--- src/rtl/cfg_lock_pkg.sv ---
package cfg_lock_pkg;
  localparam int unsigned WORD_W  = 32;
  localparam int unsigned FRZ_W   = 5;
  localparam int unsigned OFF_CTL = 'h00;
  localparam int unsigned OFF_FRZ = 'h04;
  localparam int unsigned OFF_KEY = 'h34;
  localparam int unsigned AES_LO  = 9;
  localparam int unsigned AES_W   = 3;
  localparam int unsigned PR_BIT  = 27;
  localparam int unsigned DEAD_BIT = 31;

  typedef logic [WORD_W-1:0] word_t;

  typedef struct packed {
    logic ctl;
    logic frz;
    logic key;
  } sel_t;

  // fields protected by each freeze bit, index = freeze bit
  localparam word_t GROUP_MASK [FRZ_W] = '{
    32'h0000_007F, 32'h0000_0080, 32'h0000_0100, 32'h0000_0E00, 32'h0000_1000
  };

  function automatic word_t freeze_mask(input logic [FRZ_W-1:0] frz);
    word_t m;
    m = '0;
    for (int i = 0; i < FRZ_W; i++) begin
      if (frz[i]) m = m | GROUP_MASK[i];
    end
    return m;
  endfunction
endpackage

--- src/rtl/cfg_lock_decode.sv ---
module cfg_lock_decode
  import cfg_lock_pkg::*;
#(
  parameter int unsigned ADDR_W = 8
) (
  input  logic [ADDR_W-1:0] addr,
  output sel_t              sel
);
  logic aligned;

  always_comb begin
    aligned = (addr[1:0] == 2'b00);
    sel.ctl = aligned && (addr == ADDR_W'(OFF_CTL));
    sel.frz = aligned && (addr == ADDR_W'(OFF_FRZ));
    sel.key = aligned && (addr == ADDR_W'(OFF_KEY));
  end
endmodule

--- src/rtl/cfg_lock_sticky.sv ---
module cfg_lock_sticky #(
  parameter int unsigned NBITS = 5
) (
  input  logic             clk,
  input  logic             rst,
  input  logic             wr_en,
  input  logic [NBITS-1:0] wbits,
  output logic [NBITS-1:0] bits_q
);
  for (genvar i = 0; i < NBITS; i++) begin : g_bit
    always_ff @(posedge clk) begin
      if (rst)                    bits_q[i] <= 1'b0;
      else if (wr_en && wbits[i]) bits_q[i] <= 1'b1;
    end
  end
endmodule

--- src/rtl/cfg_lock_ctrl.sv ---
module cfg_lock_ctrl
  import cfg_lock_pkg::*;
#(
  parameter word_t CTRL_RST = 32'h0C00_6000
) (
  input  logic             clk,
  input  logic             rst,
  input  logic             wr_en,
  input  word_t            wdata,
  input  logic             key_en,
  input  logic             key_ok,
  input  logic [FRZ_W-1:0] frz,
  output word_t            ctrl_q,
  output logic             mix_q
);
  localparam word_t AES_MASK = word_t'(((1 << AES_W) - 1) << AES_LO);
  localparam word_t KEY_MASK = AES_MASK | (word_t'(1) << PR_BIT);

  word_t              keep;
  word_t              merged;
  logic [AES_W-1:0]   aes_new;

  always_comb begin
    keep             = freeze_mask(frz);
    merged           = (wdata & ~keep) | (ctrl_q & keep);
    merged[DEAD_BIT] = 1'b0;
    aes_new          = merged[AES_LO +: AES_W];
  end

  always_ff @(posedge clk) begin
    if (rst) begin
      ctrl_q <= CTRL_RST;
      mix_q  <= 1'b0;
    end else begin
      mix_q <= 1'b0;
      if (wr_en) begin
        ctrl_q <= merged;
        mix_q  <= (aes_new != '0) && (aes_new != '1);
      end else if (key_en) begin
        ctrl_q <= key_ok ? (ctrl_q | KEY_MASK) : (ctrl_q & ~KEY_MASK);
      end
    end
  end
endmodule

--- src/rtl/cfg_lock_gate.sv ---
module cfg_lock_gate (
  input  logic clk,
  input  logic rst,
  input  logic key_en,
  input  logic key_ok,
  output logic open_q
);
  always_ff @(posedge clk) begin
    if (rst)                   open_q <= 1'b1;
    else if (key_en && !key_ok) open_q <= 1'b0;
  end
endmodule

--- src/rtl/cfg_lock_regs.sv ---
module cfg_lock_regs
  import cfg_lock_pkg::*;
#(
  parameter int unsigned ADDR_W   = 8,
  parameter logic [31:0] KEY_WORD = 32'h757B_DF0D,
  parameter logic [31:0] CTRL_RST = 32'h0C00_6000
) (
  input  logic              clk,
  input  logic              rst,
  input  logic              req_valid,
  output logic              req_ready,
  input  logic              req_write,
  input  logic [ADDR_W-1:0] req_addr,
  input  logic [31:0]       req_wdata,
  output logic              rsp_valid,
  output logic [31:0]       rsp_rdata,
  output logic [31:0]       ctrl_q,
  output logic              window_open,
  output logic              aes_mix_pulse
);
  localparam int unsigned PAD_W = WORD_W - FRZ_W;

  sel_t             sel;
  logic             accept;
  logic             wr_ok;
  logic             key_ok;
  logic [FRZ_W-1:0] lock_q;
  word_t            rd_mux;

  cfg_lock_decode #(.ADDR_W(ADDR_W)) u_dec (
    .addr (req_addr),
    .sel  (sel)
  );

  always_comb begin
    accept = req_valid && req_ready;
    wr_ok  = accept && req_write && window_open;
    key_ok = (req_wdata == KEY_WORD);
    if (sel.ctl)      rd_mux = ctrl_q;
    else if (sel.frz) rd_mux = {{PAD_W{1'b0}}, lock_q};
    else              rd_mux = '0;
  end

  cfg_lock_sticky #(.NBITS(FRZ_W)) u_frz (
    .clk    (clk),
    .rst    (rst),
    .wr_en  (wr_ok && sel.frz),
    .wbits  (req_wdata[FRZ_W-1:0]),
    .bits_q (lock_q)
  );

  cfg_lock_ctrl #(.CTRL_RST(CTRL_RST)) u_ctl (
    .clk    (clk),
    .rst    (rst),
    .wr_en  (wr_ok && sel.ctl),
    .wdata  (req_wdata),
    .key_en (wr_ok && sel.key),
    .key_ok (key_ok),
    .frz    (lock_q),
    .ctrl_q (ctrl_q),
    .mix_q  (aes_mix_pulse)
  );

  cfg_lock_gate u_gate (
    .clk    (clk),
    .rst    (rst),
    .key_en (wr_ok && sel.key),
    .key_ok (key_ok),
    .open_q (window_open)
  );

  always_ff @(posedge clk) begin
    if (rst) begin
      req_ready <= 1'b0;
      rsp_valid <= 1'b0;
      rsp_rdata <= '0;
    end else begin
      req_ready <= 1'b1;
      rsp_valid <= accept;
      rsp_rdata <= (accept && !req_write && window_open) ? rd_mux : '0;
    end
  end
endmodule

--- config.mk ---
export PLATFORM = sky130hd
export DESIGN_NAME = cfg_lock_regs
export DESIGN_NICKNAME = d
export VERILOG_FILES = /design/src/rtl/cfg_lock_pkg.sv /design/src/rtl/cfg_lock_decode.sv /design/src/rtl/cfg_lock_sticky.sv /design/src/rtl/cfg_lock_ctrl.sv /design/src/rtl/cfg_lock_gate.sv /design/src/rtl/cfg_lock_regs.sv
export SDC_FILE = /design/constraint.sdc
export NUM_CORES = 1
export LEC_CHECK = 0
export BUFFER_PORTS_ARGS = -buffer_cell sky130_fd_sc_hd__buf_2
export CAP_MARGIN = 20
export CORE_MARGIN = 5
export CORE_UTILIZATION = 46
export CTS_CLUSTER_DIAMETER = 60
export DETAILED_ROUTE_END_ITERATION = 8
export GPL_TIMING_DRIVEN = 0
export PLACE_DENSITY = 0.85
export SYNTH_ARGS = -nofsm -noshare
export SYNTH_HDL_FRONTEND = slang
export SYNTH_SLANG_ARGS = --single-unit
--- constraint.sdc ---
create_clock -name clk -period 2.7 [get_ports clk]
set_input_delay 0.54 -clock clk [delete_from_list [all_inputs] [get_ports clk]]
set_output_delay 0.54 -clock clk [all_outputs]
set_load 0.01 [all_outputs]
Word-level counts from Yosys, hierarchy flattened:

Cells that the tools add are included.
W data, S select, Z words.

* register bits after elaboration: 72
* input port bits: 44
* output and inout port bits: 68
* word-level logic and storage cells: 61

* eq/ne operators: 4
* multiplexer cells: 11
* bitwise operators: 6
* reductions and logical operators: 27

Operator list (number)
* $mux W31: 3
* $and A31 B31 Y31: 2
* $eq A32 B31 Y1 const B: 1
* $not A31 Y31: 1
* $or A31 B31 Y31: 1
* $mux W28: 1
* $logic_and A1 B1 Y1: 18
* $mux W13: 1
* $mux W12: 1
* $mux W9: 1
* $eq A8 B3 Y1 const B: 1
* $eq A8 B6 Y1 const B: 1
* $logic_not A8 Y1: 1
* $mux W8: 1
* $mux W7: 1
* $mux W5: 1
* $reduce_or A2 Y1: 2
* $ne A3 B3 Y1 const B: 1
* $reduce_bool A3 Y1: 1
* $reduce_or A3 Y1: 1
* $logic_not A1 Y1: 2
* $logic_not A2 Y1: 1
* $not A1 Y1: 2
* $reduce_bool A2 Y1: 1
* $mux W1: 1

Logic depth before layout (Yosys ltp):

Gate-level depths: netlist of the first run.

* depth after elaboration: 10
* gate-level depth with buffers: 7
* gate-level depth less buffers: 4

Hierarchy:

Synthesis of the first run repeated with hierarchy kept, for this count alone.

* cell total of the unflattened synthesis: 240
* area, all modules: 2578.7 sq um

Modules (own cells, without submodules)
* cfg_lock_ctrl: times used 1, cells each 117, area an instance 1243.7 sq um, seq. area each 640.6 sq um
* cfg_lock_regs: times used 1, cells each 98, area an instance 1099.8 sq um, seq. area each 680.7 sq um
* cfg_lock_sticky: times used 1, cells each 15, area an instance 143.9 sq um, seq. area each 100.1 sq um
* cfg_lock_decode: times used 1, cells each 7, area an instance 57.6 sq um, seq. area each 0.0 sq um
* cfg_lock_gate: times used 1, cells each 3, area an instance 33.8 sq um, seq. area each 20.0 sq um

Worst setup path before layout of the first run:

OpenSTA, ideal clock, no wires.

* kind: in2reg
* start point: in req_addr[7]
* end point: reg u_ctl.ctrl_q[2]
* setup time: 0.132 ns
* data arrival time: 2.129 ns
* data required time: 2.568 ns
* slack: 0.439 ns
* stages on the path: 7
* buffers on the path: 3
* cell sequence: or4_4 -> buf_6 -> or4_1 -> buf_2 -> buf_6 -> o21ai_2 -> a21oi_1

* word-level cells in the longest chain between the ends: 4

RTL lines
* from (decl): line cfg_lock_regs.sv:13 `input logic [ADDR_W-1:0] req_addr,`
* $logic_not A8 Y1 *: line cfg_lock_decode.sv:13 `sel.ctl = aligned && (addr == ADDR_W'(OFF_CTL));`
* $logic_and A1 B1 Y1 *: line cfg_lock_decode.sv:13
* $logic_and A1 B1 Y1 *: line cfg_lock_regs.sv:55 `.wr_en (wr_ok && sel.ctl),`
* $mux W31: line cfg_lock_ctrl.sv:36 `if (wr_en) begin`
* to (signal assigned): line cfg_lock_ctrl.sv:37 `ctrl_q <= merged;`
* to (signal assigned): line cfg_lock_ctrl.sv:40 `ctrl_q <= key_ok ? (ctrl_q | KEY_MASK) : (ctrl_q & ~KEY_MASK);`
* to (decl): line cfg_lock_ctrl.sv:13 `output word_t ctrl_q,`

Every way passes the cells marked *; elsewhere a longest branch is shown, timed or not.
A chain may end at the register's enable or synchronous reset.

Worst setup path after layout of the first run:

* start point: in req_addr[7]
* end point: reg u_ctl.ctrl_q[27]

* word-level cells in the longest chain between the ends: 4
* elaborated cells on any way between the ends: 8
* classes of those cells: eq/ne (1); mux (1); reduce/logical (6)

RTL lines (line)
* $eq A8 B6 Y1 / $logic_not A8 Y1 (equally long branches): cfg_lock_decode.sv:15, cfg_lock_decode.sv:13
* $logic_and A1 B1 Y1 (on tied branches): cfg_lock_decode.sv:15, cfg_lock_decode.sv:13
* $logic_and A1 B1 Y1 (on tied branches): cfg_lock_regs.sv:57, cfg_lock_regs.sv:55
* $reduce_bool A2 Y1 (no line) / $mux W31 (equally long branches)

Parallel ways exist; a longest one is shown, timed or not.

==> metrics.md, run 1 <==
| Metric | Value |
|---|---|
| Outcome | `complete, no violations` |
| Synthesized area per cell | `9.72 µm²` |
| Number of enable flip-flop cells after synthesis | `0` |
| Vias per cell | `5.14` |
| Async SR Flop Fraction | `0%` |
| Comb pwr share | `4.1%` |
| # setup viols final | `0` |
| Final period util | `81.5%` |
| Clock buffer count from CTS | `9` |
| Post-route cell area | `3410 µm²` |
| DP HPWL | `5440 µm` |
| Routability cong. | `0.865` |
| Adder-cell share of the synthesized area | `0%` |
| Relative slew slack | `39.6%` |
| Clock root buffer | `clkbuf_8` |
| Initial antenna violation count | `0` |
| Seq pwr share | `51.8%` |
| Share of layout cells above drive strength 1 | `36.5%` |
| Top cells by area, synth | `dfxtp_1, and2_1, nand2_1, a21oi_1, nor4bb_1` |
| Final TNS setup | `0 ns` |
| Core ar. | `5470 µm²` |
| Max Freq | `0.454 GHz` |
| Routed len/inst | `15.5 µm` |
| Die Footprint | `7170 µm²` |
| Worst setup SP type | `primary input` |
| RSZ-0062 raised after global routing | `false` |
| Synthesized area | `2570 µm²` |
| Overflow left after global routing | `0` |
| Clock Skews | `0.00785 ns` |
| Vias | `2368` |
| Multiplexer area fraction after synthesis | `1.17%` |
| Power Density | `595 nW/µm²` |
| Most frequent cells after synthesis | `dfxtp_1, nand2_1, a21oi_1, and2_1, nor2_1` |
| Switching pwr | `0.422 mW` |
| Pin count of the biggest net entering global routing | `12` |
| Dominant synthesized flop cell | `dfxtp_1` |
| Cell Rows | `27` |
| Cell taking the most area after synthesis | `dfxtp_1` |
| Kind of critical path | `primary input to flop` |
| Synth-to-layout area growth | `32.7%` |
| Synth Area in XOR/XNOR | `0%` |
| I/O Buffers | `108` |
| 1st-iter DRT viols | `146` |
| Synth Instances | `264` |
| Yosys top cell area share | `55.4%` |
| Max Cap Viol | `0` |
| Post-route ant nets | `0` |
| Crit end category | `flop` |
| CTS tree | `yes` |
| I/O pins | `112` |
| Setup bufs post-CTS | `0` |
| GRT Total Usage | `20.4%` |
| Chip height | `84.7 µm` |
| Crit path arrival time | `2.42 ns` |
| Worst hold path type | `primary input to flop` |
| Worst-skew pair later-pin latency | `0.33 ns` |
| Count leader, synth | `dfxtp_1` |
| Net switching fraction of the power | `20.8%` |
| Post_cts resized | `0` |
| Tmin final | `2.20 ns` |
| Clk pwr share | `44.1%` |
| N_diodes | `0` |
| Layout Nets | `428` |
| Leak Pwr | `1.59 nW` |
| Overall routed net length | `7170 µm` |
| Synthesized flop and latch total | `71` |
| Largest family of logic cells by synthesized area | `simple AND/OR/NAND/NOR gates` |
| Drt first pass iters | `4` |
| Placed Area | `3200 µm²` |
| Int Pwr | `1.60 mW` |
| # DRC | `0` |
| Vias in the first global route | `2378` |
| Yosys warnings | `0` |
| Fillers | `489` |
| Starting density of the core | `46.9%` |
| Synth Area in Compound Gates | `12.5%` |
| Peak supply drop | `0.354 mV` |
| Die X | `84.7 µm` |
| CP max FO | `8` |
| R2R setup slack | `0.63 ns` |
| Max Slew Vio Count | `0` |
| Worst slew pin tran | `0.898 ns` |
| Post-synthesis sequential area ratio | `55.4%` |
| Hold_buf cts | `0` |
| Simple-gate area share of the yosys netlist | `26.6%` |
| # clock sinks | `71` |
| H-Tree Depth | `3` |
| CTS max path bufs | `2` |
| Global-route wire length before repair | `11500 µm` |
| Worst EP required | `2.92 ns` |
| Synth cell types | `45` |
| Clock-pin slew on the worst setup and hold paths | `0.07 ns` |
| Fin. Hold Viols | `0` |
## metal layers
metal	wire length (µm)	vias to the layer above	GRT usage, %	part of all wire [%]
li1	-	1153	-	-
met1	2960	1118	23.9	41
met2	3630	88	35.6	51
met3	470	9	5.10	6.6
met4	106	0	8.06	1.5
met5	0	-	0	0
## worst paths after layout
check	from	end	depth (start not counted)
worst max-delay path	req_addr[7]	u_ctl.ctrl_q[27]$_SDFFE_PP1P_	6
worst min-delay path	req_wdata[26]	u_ctl.ctrl_q[26]$_SDFFE_PP1P_	3
worst max register to register	u_frz.bits_q[0]$_SDFFE_PP0P_	u_ctl.ctrl_q[1]$_SDFFE_PP0P_	5
worst min register to register	u_ctl.ctrl_q[27]$_SDFFE_PP1P_	rsp_rdata[27]$_SDFF_PP0_	2
## metrics by stage
step | util [%] | worst slack (ns) | power (mW) | hold WS, ns | instances
2_1_floorplan | - | 0.439 | 1.10 | 0.467 | 265
6_report | 62.2 | 0.498 | 2.03 | 0.437 | 461
4_1_cts | 62.2 | 0.521 | 2.04 | 0.425 | 461
3_3_place_gp | 58.5 | 0.234 | 1.15 | 0.450 | 445
5_1_grt | 62.2 | 0.367 | 2.10 | 0.435 | 461
3_5_place_dp | 58.5 | 0.167 | 1.15 | 0.455 | 445
## power groups by stage
stage                     clock network [mW]  registers (mW)  logic (mW)
after floorplan                            0            1.07      0.0299
after global placement                     0            1.07      0.0802
after detailed placement                   0            1.07      0.0818
after CTS                              0.907            1.05      0.0822
after global routing                   0.965            1.05      0.0911
final                                  0.894            1.05      0.0832
## worst max-delay path, stage by stage
cell	delay [ns]
buf_2	0.10
or4_4	0.52
buf_6	0.15
a2111oi_0	0.61
o32ai_1	0.21
a211o_1	0.30
## final cells by class
cell class,instances,area [µm²],share of cell area (%)
Clock buffer,12,135,3.97
Clock inverter,4,70.1,2.06
Buffer,17,101,2.98
Inverter,2,7.51,0.220
Multi-Input combinational cell,175,1040,30.5
Tap cell,72,90.1,2.65
Timing Repair Buffer,108,541,15.9
Sequential cell,71,1420,41.7
## cells in the final DEF, fill, tap and decap left out, drive strengths merged, types with 2 or more instances in the layout
cell and count:
buf 119, dfxtp 71, nand2 41, a21oi 29, and2 25, clkbuf 18, nor2 11, o21ai 10
nand3 6, nor4bb 5, a22o 5, a211o 4, nor3 4, or4 4, nor4 4, mux2i 3
nand3b 3, inv 2, or3 2, and4 2, nand4 2, conb 2, clkinv 2, bufinv 2
## flip-flops by register name, summed over array words and instances, names as in the netlist
signal         cells
u_ctl.ctrl_q      31
u_frz.bits_q       5
rsp_rdata         31
u_gate.open_q      1
u_ctl.mix_q        1
rsp_valid          1
req_ready          1
## cells by family after synthesis
logic type | Yosys count
compound gates | 53
mux | 3
other cells | 1
flops | 71
buf+inv | 19
simple gates | 117
Power figures use the tool's default switching activity.
==> inputs of run 2 (changes only) <==
ABC_AREA = 1   (was not set)
CORE_UTILIZATION = 42   (was 46)
PLACE_DENSITY = 0.82   (was 0.85)
clock period = 2 ns   (was 2.7 ns; I/O delays follow)
==> run 2 against run 1 <==
  * Die area up 9.9%
  * First-iteration DRC count shrank 44%
  * Sequential share of layout area hardly changed
  * Global-route usage fell by 2.7 points
  * Clock skew increased by 0.0038 ns
  * Clock power rose by 8.7%
  * Largest cell class unchanged
  * Worst hold slack got worse by 0.13 ns
  * Worst setup slack worse by 0.016 ns
  * Wire length fell by 4.3%
  * Register-to-register slack got worse by 0.15 ns
==> metrics.md, run 2 <==
| Metric | Value |
|---|---|
| Drt first pass iters | `4 (unchanged)` |
| Crit path arrival time | `1.78 ns (was 2.42 ns)` |
| Global-route wire length before repair | `10800 µm (was 11500 µm)` |
| Synth-to-layout area growth | `30.8% (was 32.7%)` |
| Post-Layout Cell Count | `534 (was 461)` |
| Synth cell types | `24 (was 45)` |
| Leak Pwr | `1.72 nW (was 1.59 nW)` |
| Initial antenna violation count | `0 (unchanged)` |
| Count leader, synth | `dfxtp_1 (unchanged)` |
| Cell Rows | `28 (was 27)` |
| Clock-pin slew on the worst setup and hold paths | `0.07 ns (about the same)` |
| Top flop regs | `rsp_rdata (31), u_ctl.ctrl_q (31), u_frz.bits_q (5) (unchanged)` |
| Clock buffer count from CTS | `9 (unchanged)` |
| Crit path cell chain | `inv_1, nor4_4, nand2_2, buf_6, nor2_1 (was buf_2, or4_4, buf_6, a2111oi_0, o32ai_1, a211o_1)` |
| Synthesized area per cell | `7.78 µm² (was 9.72 µm²)` |
| Tmin final | `1.52 ns` |
| Worst r2r src | `u_gate.open_q$_SDFFE_PP1P_ (was u_frz.bits_q[0]$_SDFFE_PP0P_)` |
| Kind of critical path | `flop to flop (was primary input to flop)` |
| # setup viols final | `0 (unchanged)` |
| Fin. Hold Viols | `0 (unchanged)` |
| Worst EP required | `2.26 ns (was 2.92 ns)` |
| Worst-skew pair later-pin latency | `0.33 ns (about the same)` |
| Layout Nets | `499 (was 428)` |
| Crit end category | `flop (unchanged)` |
| Setup bufs post-CTS | `0 (unchanged)` |
| GRT Total Usage | `17.7% (was 20.4%)` |
| Final core occ | `56.9% (was 62.2%)` |
| Share of layout cells above drive strength 1 | `29.6% (was 36.5%)` |
| Die X | `88.8 µm (was 84.7 µm)` |
| Synth Instances | `335 (was 264)` |
| Max Cap Viol | `0 (unchanged)` |
| Outcome | `complete, no violations (unchanged)` |
| # clock sinks | `71 (unchanged)` |
| Starting density of the core | `43.5% (was 46.9%)` |
| Worst setup SP type | `flop (was primary input)` |
| Overall routed net length | `6860 µm (was 7170 µm)` |
| Vias in the first global route | `2403 (was 2378)` |
| Max stage delay on crit path | `0.43 ns (was 0.61 ns)` |
| Hold slack final | `0.305 ns (was 0.437 ns)` |
| Post-route ant nets | `0 (unchanged)` |
| Power Density | `737 nW/µm² (was 595 nW/µm²)` |
| Synthesized area | `2610 µm² (was 2570 µm²)` |
| N_diodes | `0 (unchanged)` |
| Cell taking the most area after synthesis | `dfxtp_1 (unchanged)` |
| I/O pins | `112 (unchanged)` |
| Clock Skews | `0.0117 ns (was 0.00785 ns)` |
| Placed Area | `3240 µm² (was 3200 µm²)` |
| DP HPWL | `5300 µm (was 5440 µm)` |
| CP max FO | `10 (was 8)` |
| Top cells by area, synth | `dfxtp_1, nor2_1, inv_1, nand2_1, o21ai_0 (was dfxtp_1, and2_1, nand2_1, a21oi_1, nor4bb_1)` |
| Hold_buf cts | `0 (unchanged)` |
| I/O Buffers | `108 (unchanged)` |
| Max Freq | `0.659 GHz` |
| R2R cell count | `5 (unchanged)` |
| 1st-iter DRT viols | `82 (was 146)` |
| Pin count of the biggest net entering global routing | `12 (unchanged)` |
| Yosys warnings | `0 (unchanged)` |
| Vias per cell | `4.73 (was 5.14)` |
| Number of enable flip-flop cells after synthesis | `0 (unchanged)` |
| RR Endpoint | `rsp_rdata[24]$_SDFF_PP0_ (was u_ctl.ctrl_q[1]$_SDFFE_PP0P_)` |
| Post-synthesis sequential area ratio | `54.5% (was 55.4%)` |
| Most frequent cells in the layout | `buf_2, dfxtp_1, nor2_1 (was buf_2, dfxtp_1, nand2_1)` |
| Peak supply drop | `0.396 mV (was 0.354 mV)` |
| Slowest cell on crit path | `nor4_4 (was a2111oi_0)` |
| Commonest non-fill, non-tap cell in the layout | `buf_2 (unchanged)` |
| R2R setup slack | `0.48 ns (was 0.63 ns)` |
| Async SR Flop Fraction | `0% (unchanged)` |
| Crit path launch | `u_gate.open_q$_SDFFE_PP1P_ (was req_addr[7])` |
| Final period util | `75.9%` |
| Setup slack at placement | `0.235 ns (was 0.167 ns)` |
| Vias | `2525 (was 2368)` |
| Worst hold path type | `primary input to flop (unchanged)` |
| Clock root buffer | `clkbuf_8 (unchanged)` |
| Synthesized flop and latch total | `71 (unchanged)` |
| Routed len/inst | `12.8 µm (was 15.5 µm)` |
| Yosys top cell area share | `54.5% (was 55.4%)` |
| Routability cong. | `0.794 (was 0.865)` |
| Post-route cell area | `3410 µm² (about the same)` |
| Final TNS setup | `0 ns (unchanged)` |
| H-Tree Depth | `3 (unchanged)` |
| Chip height | `88.8 µm (was 84.7 µm)` |
| # DRC | `0 (unchanged)` |
| CTS tree | `yes (unchanged)` |
| End of the critical path | `rsp_rdata[24]$_SDFF_PP0_ (was u_ctl.ctrl_q[27]$_SDFFE_PP1P_)` |
| Tot Pwr | `2.51 mW (was 2.03 mW)` |
| RSZ-0062 raised after global routing | `false (unchanged)` |
| Overflow left after global routing | `0 (unchanged)` |
| Die Footprint | `7880 µm² (was 7170 µm²)` |
| Max Slew Vio Count | `0 (unchanged)` |
| Core ar. | `5990 µm² (was 5470 µm²)` |
| Placed Cells | `519 (was 445)` |
| Most frequent cells after synthesis | `dfxtp_1, nor2_1, inv_1, nand2_1, o21ai_0 (was dfxtp_1, nand2_1, a21oi_1, and2_1, nor2_1)` |
| Dominant synthesized flop cell | `dfxtp_1 (unchanged)` |
| CTS max path bufs | `2 (unchanged)` |
| Post_cts resized | `0 (unchanged)` |
| Final worst slack | `0.482 ns (was 0.498 ns)` |
==> run 2: critical path, delay by kind of cell (launching register included) <==
family	cells	cell delay [ns]
and+or+nand+nor	3	0.80
DFF	1	0.35
buffers and inverters	2	0.30
==> run 2: worst min path at each step <==
stage	startpoint	end	slack (ns)	cells past startpoint
final	req_wdata[14]	u_ctl.ctrl_q[14]$_SDFFE_PP1P_	0.31	3
after global routing	req_wdata[14]	u_ctl.ctrl_q[14]$_SDFFE_PP1P_	0.29	3
after CTS	req_wdata[14]	u_ctl.ctrl_q[14]$_SDFFE_PP1P_	0.29	3
after detailed placement	u_ctl.ctrl_q[6]$_SDFFE_PP0P_	rsp_rdata[6]$_SDFF_PP0_	0.43	2
after global placement	u_ctl.ctrl_q[6]$_SDFFE_PP0P_	rsp_rdata[6]$_SDFF_PP0_	0.43	2
after floorplan	u_frz.bits_q[1]$_SDFFE_PP0P_	u_frz.bits_q[1]$_SDFFE_PP0P_	0.46	2
==> run 2: cell families (layout without fill, tap and decap cells) <==
| family | Yosys count | in the layout | share of synthesized area, % |
|---|---|---|---|
| flops | 71 | 71 | 54.5 |
| compound gates | 56 | 56 | 11.0 |
| buf+inv | 67 | 190 | 10.9 |
| other cells | 1 | 2 | 0.144 |
| simple gates | 140 | 140 | 23.4 |
==> run 2: report_power, final <==
part	internal, mW	total (mW)	leakage [nW]	switching, mW
Combinational	0.0515	0.123	1.07	0.0713
Sequential	1.42	1.42	0.572	0.00100
Clock	0.471	0.972	0.0850	0.501
Total	1.94	2.51	1.72	0.573
==> run 2: cell type report <==
cell class | instances | area (µm²)
tap | 75 | 93.8
inverter | 55 | 206
buffer | 12 | 77.6
sequential | 71 | 1420
clock buffer | 11 | 141
multi-input combinational | 198 | 905
timing repair buffer | 108 | 541
clock inverter | 4 | 22.5
fill | 577 | 2580
==> run 2: per-layer routing <==
layer,up-vias,wire (µm),GRT usage (%)
met3,12,602,5.12
met5,-,0,0
li1,1273,-,-
met4,0,86,6.46
met1,1115,2970,21.8
met2,125,3200,29.4
==> inputs of run 3 (changes only) <==
clock period = 1.25 ns   (was 2 ns; I/O delays follow)
==> run 3 against run 2 <==
  * Count of clock-buffer cells in the layout grew 1
  * Sequential share of layout area is 2.1 points lower
  * Worst hold slack got worse by 0.15 ns
  * Non-clock buffer count is 8 higher
  * Critical path type unchanged
  * Via count up 0.67%
  * Critical endpoint is now u_ctl.ctrl_q[9]$_SDFFE_PP0P_
  * Maximum frequency grew 22%
  * Highest routed layer unchanged
  * Clock power grew 73%
  * Utilization is 3.2 points higher
==> metrics.md, run 3 (synthesized netlist as in run 2, its figures left out) <==
| Metric | Value |
|---|---|
| Max Cap Viol | `0 (unchanged)` |
| Initial antenna violation count | `0 (unchanged)` |
| HP Start | `req_wdata[14] (unchanged)` |
| Fin. Hold Viols | `0 (unchanged)` |
| DP HPWL | `5450 µm (was 5300 µm)` |
| CP max FO | `10 (unchanged)` |
| Clock-pin slew on the worst setup and hold paths | `0.07 ns (about the same)` |
| Top flop regs | `rsp_rdata (31), u_ctl.ctrl_q (31), u_frz.bits_q (5) (unchanged)` |
| Final worst slack | `0.00780 ns (was 0.482 ns)` |
| Chip height | `88.8 µm (unchanged)` |
| R2R setup slack | `0.008 ns (was 0.48 ns)` |
| Overall routed net length | `7130 µm (was 6860 µm)` |
| Switching pwr | `0.937 mW (was 0.573 mW)` |
| Worst r2r src | `req_ready$_DFF_P_ (was u_gate.open_q$_SDFFE_PP1P_)` |
| N_diodes | `0 (unchanged)` |
| Seq pwr share | `54.5% (was 56.4%)` |
| Worst-skew pair later-pin latency | `0.34 ns (was 0.33 ns)` |
| # clock sinks | `71 (unchanged)` |
| GRT Total Usage | `18.6% (was 17.7%)` |
| Fillers | `560 (was 577)` |
| Kind of critical path | `flop to flop (unchanged)` |
| Worst EP required | `1.48 ns (was 2.26 ns)` |
| Max Freq | `0.805 GHz (was 0.659 GHz)` |
| Net switching fraction of the power | `22.5% (was 22.8%)` |
| # setup viols final | `0 (unchanged)` |
| WHS Endpoint | `u_ctl.ctrl_q[14]$_SDFFE_PP1P_ (unchanged)` |
| Tmin final | `1.24 ns (was 1.52 ns)` |
| Hold depth | `3 (unchanged)` |
| Final period util | `99.4% (was 75.9%)` |
| H-Tree Depth | `3 (unchanged)` |
| Core ar. | `5990 µm² (unchanged)` |
| Die Footprint | `7880 µm² (unchanged)` |
| Placed Area | `3260 µm² (was 3240 µm²)` |
| I/O Buffers | `108 (unchanged)` |
| CTS tree | `yes (unchanged)` |
| Power Density | `1160 nW/µm² (was 737 nW/µm²)` |
| I/O pins | `112 (unchanged)` |
| Routability cong. | `0.784 (was 0.794)` |
| Crit end category | `flop (unchanged)` |
| Clock buffer count from CTS | `9 (unchanged)` |
| Routed len/inst | `13.2 µm (was 12.8 µm)` |
| RR Endpoint | `u_ctl.ctrl_q[9]$_SDFFE_PP0P_ (was rsp_rdata[24]$_SDFF_PP0_)` |
| # DRC | `0 (unchanged)` |
| Cell Rows | `28 (unchanged)` |
| Synth-to-layout area growth | `38.0% (was 30.8%)` |
| Final TNS setup | `0 ns (unchanged)` |
| Overflow left after global routing | `0 (unchanged)` |
| Clock root buffer | `clkbuf_8 (unchanged)` |
| Clock Skews | `0.00983 ns (was 0.0117 ns)` |
| Global-route wire length before repair | `11200 µm (was 10800 µm)` |
| Starting density of the core | `43.5% (unchanged)` |
| RSZ-0062 raised after global routing | `true (was false)` |
| Hold slack final | `0.151 ns (was 0.305 ns)` |
| Final core occ | `60.0% (was 56.9%)` |
| Worst setup SP type | `flop (unchanged)` |
| Peak supply drop | `0.748 mV (was 0.396 mV)` |
| Drt first pass iters | `4 (unchanged)` |
| Post-route ant nets | `0 (unchanged)` |
| Crit path arrival time | `1.47 ns (was 1.78 ns)` |
| Int Pwr | `3.22 mW (was 1.94 mW)` |
| 1st-iter DRT viols | `92 (was 82)` |
| Vias per cell | `4.69 (was 4.73)` |
| Commonest non-fill, non-tap cell in the layout | `buf_2 (unchanged)` |
| Clk pwr share | `40.3% (was 38.7%)` |
| Worst hold path type | `primary input to flop (unchanged)` |
| Comb pwr share | `5.2% (was 4.9%)` |
| Share of layout cells above drive strength 1 | `37.5% (was 29.6%)` |
| Pin count of the biggest net entering global routing | `12 (unchanged)` |
| Setup slack at placement | `-0.340 ns (was 0.235 ns)` |
| Most frequent cells in the layout | `buf_2, dfxtp_1, inv_1 (was buf_2, dfxtp_1, nor2_1)` |
| Layout Nets | `507 (was 499)` |
| Leak Pwr | `1.82 nW (was 1.72 nW)` |
| Die X | `88.8 µm (unchanged)` |
| Vias | `2542 (was 2525)` |
| Vias in the first global route | `2427 (was 2403)` |
| CTS max path bufs | `2 (unchanged)` |
| Outcome | `complete, no violations (unchanged)` |
| Max Slew Vio Count | `0 (unchanged)` |
| R2R cell count | `8 (was 5)` |
| Post-route cell area | `3600 µm² (was 3410 µm²)` |
run 3: cell count changes in the layout (fill, tap and decap cells not counted), moves of 3 or more:
cell / previous run / this run
o21ai_0: 30 / 16
o21ai_1: 3 / 14
a21oi_2: 0 / 3
buf_4: 2 / 12
clkbuf_1: 6 / 3
nor2_2: 0 / 12
o21ai_2: 0 / 3
nor2_1: 61 / 48
a21oi_1: 20 / 17
run 3: how the worst max path moves through the flow:
stage,start,end
floorplan,u_gate.open_q$_SDFFE_PP1P_,rsp_rdata[11]$_SDFF_PP0_
global placement,req_addr[7],u_ctl.ctrl_q[30]$_SDFFE_PP0P_
detailed placement,rst,rsp_rdata[2]$_SDFF_PP0_
CTS,u_gate.open_q$_SDFFE_PP1P_,u_ctl.ctrl_q[6]$_SDFFE_PP0P_
global route,req_ready$_DFF_P_,u_ctl.ctrl_q[1]$_SDFFE_PP0P_
finish,req_ready$_DFF_P_,u_ctl.ctrl_q[9]$_SDFFE_PP0P_
run 3: layout make-up:
class,instances,area [µm²],area share (%)
buffer,12,85.1,2.37
clock buffer,12,165,4.59
clock inverter,3,17.5,0.487
inverter,55,210,5.84
multi-input combinational,198,1000,27.8
sequential,71,1420,39.6
tap,75,93.8,2.61
timing repair buffer,116,601,16.7
run 3: per-stage QoR:
stage	total power [mW]	cells
3_5_place_dp	2.52	519
5_1_grt	4.31	542
3_3_place_gp	2.51	519
6_report	4.16	542
2_1_floorplan	2.41	336
4_1_cts	4.20	540
run 3: routing by layer:
metal  part of all wire [%]  global-route usage (%)  routed length [µm]
met1                     41                    22.8                2920
met2                     48                    31.2                3440
met3                    9.4                    5.40                 672
met4                    1.3                    6.18                  96
met5                      0                       0                   0
run 3: timing repair:
item	CTS	global route
hold endpoints to repair	0	0
pin swaps	5	8
setup endpoints to repair	62	43
gates cloned	0	0
hold buffers	0	0
resized for setup	16	32
buffers inserted	6	2
run 3: worst max-delay path, stage by stage, from the launching register on:
cell     delay, ns
dfxtp_2       0.35
nand2_4       0.07
nor2_4        0.17
nand2_4       0.11
buf_6         0.17
nand3_1       0.08
nand3_1       0.08
nand2_1       0.06
inv_1         0.04
run 3: power by group through the flow:
stage / logic (mW) / registers, mW / clock network, mW
finish: 0.215 / 2.27 / 1.68
global route: 0.240 / 2.27 / 1.81
CTS: 0.206 / 2.27 / 1.73
detailed placement: 0.199 / 2.32 / 0
global placement: 0.195 / 2.32 / 0
floorplan: 0.0861 / 2.32 / 0
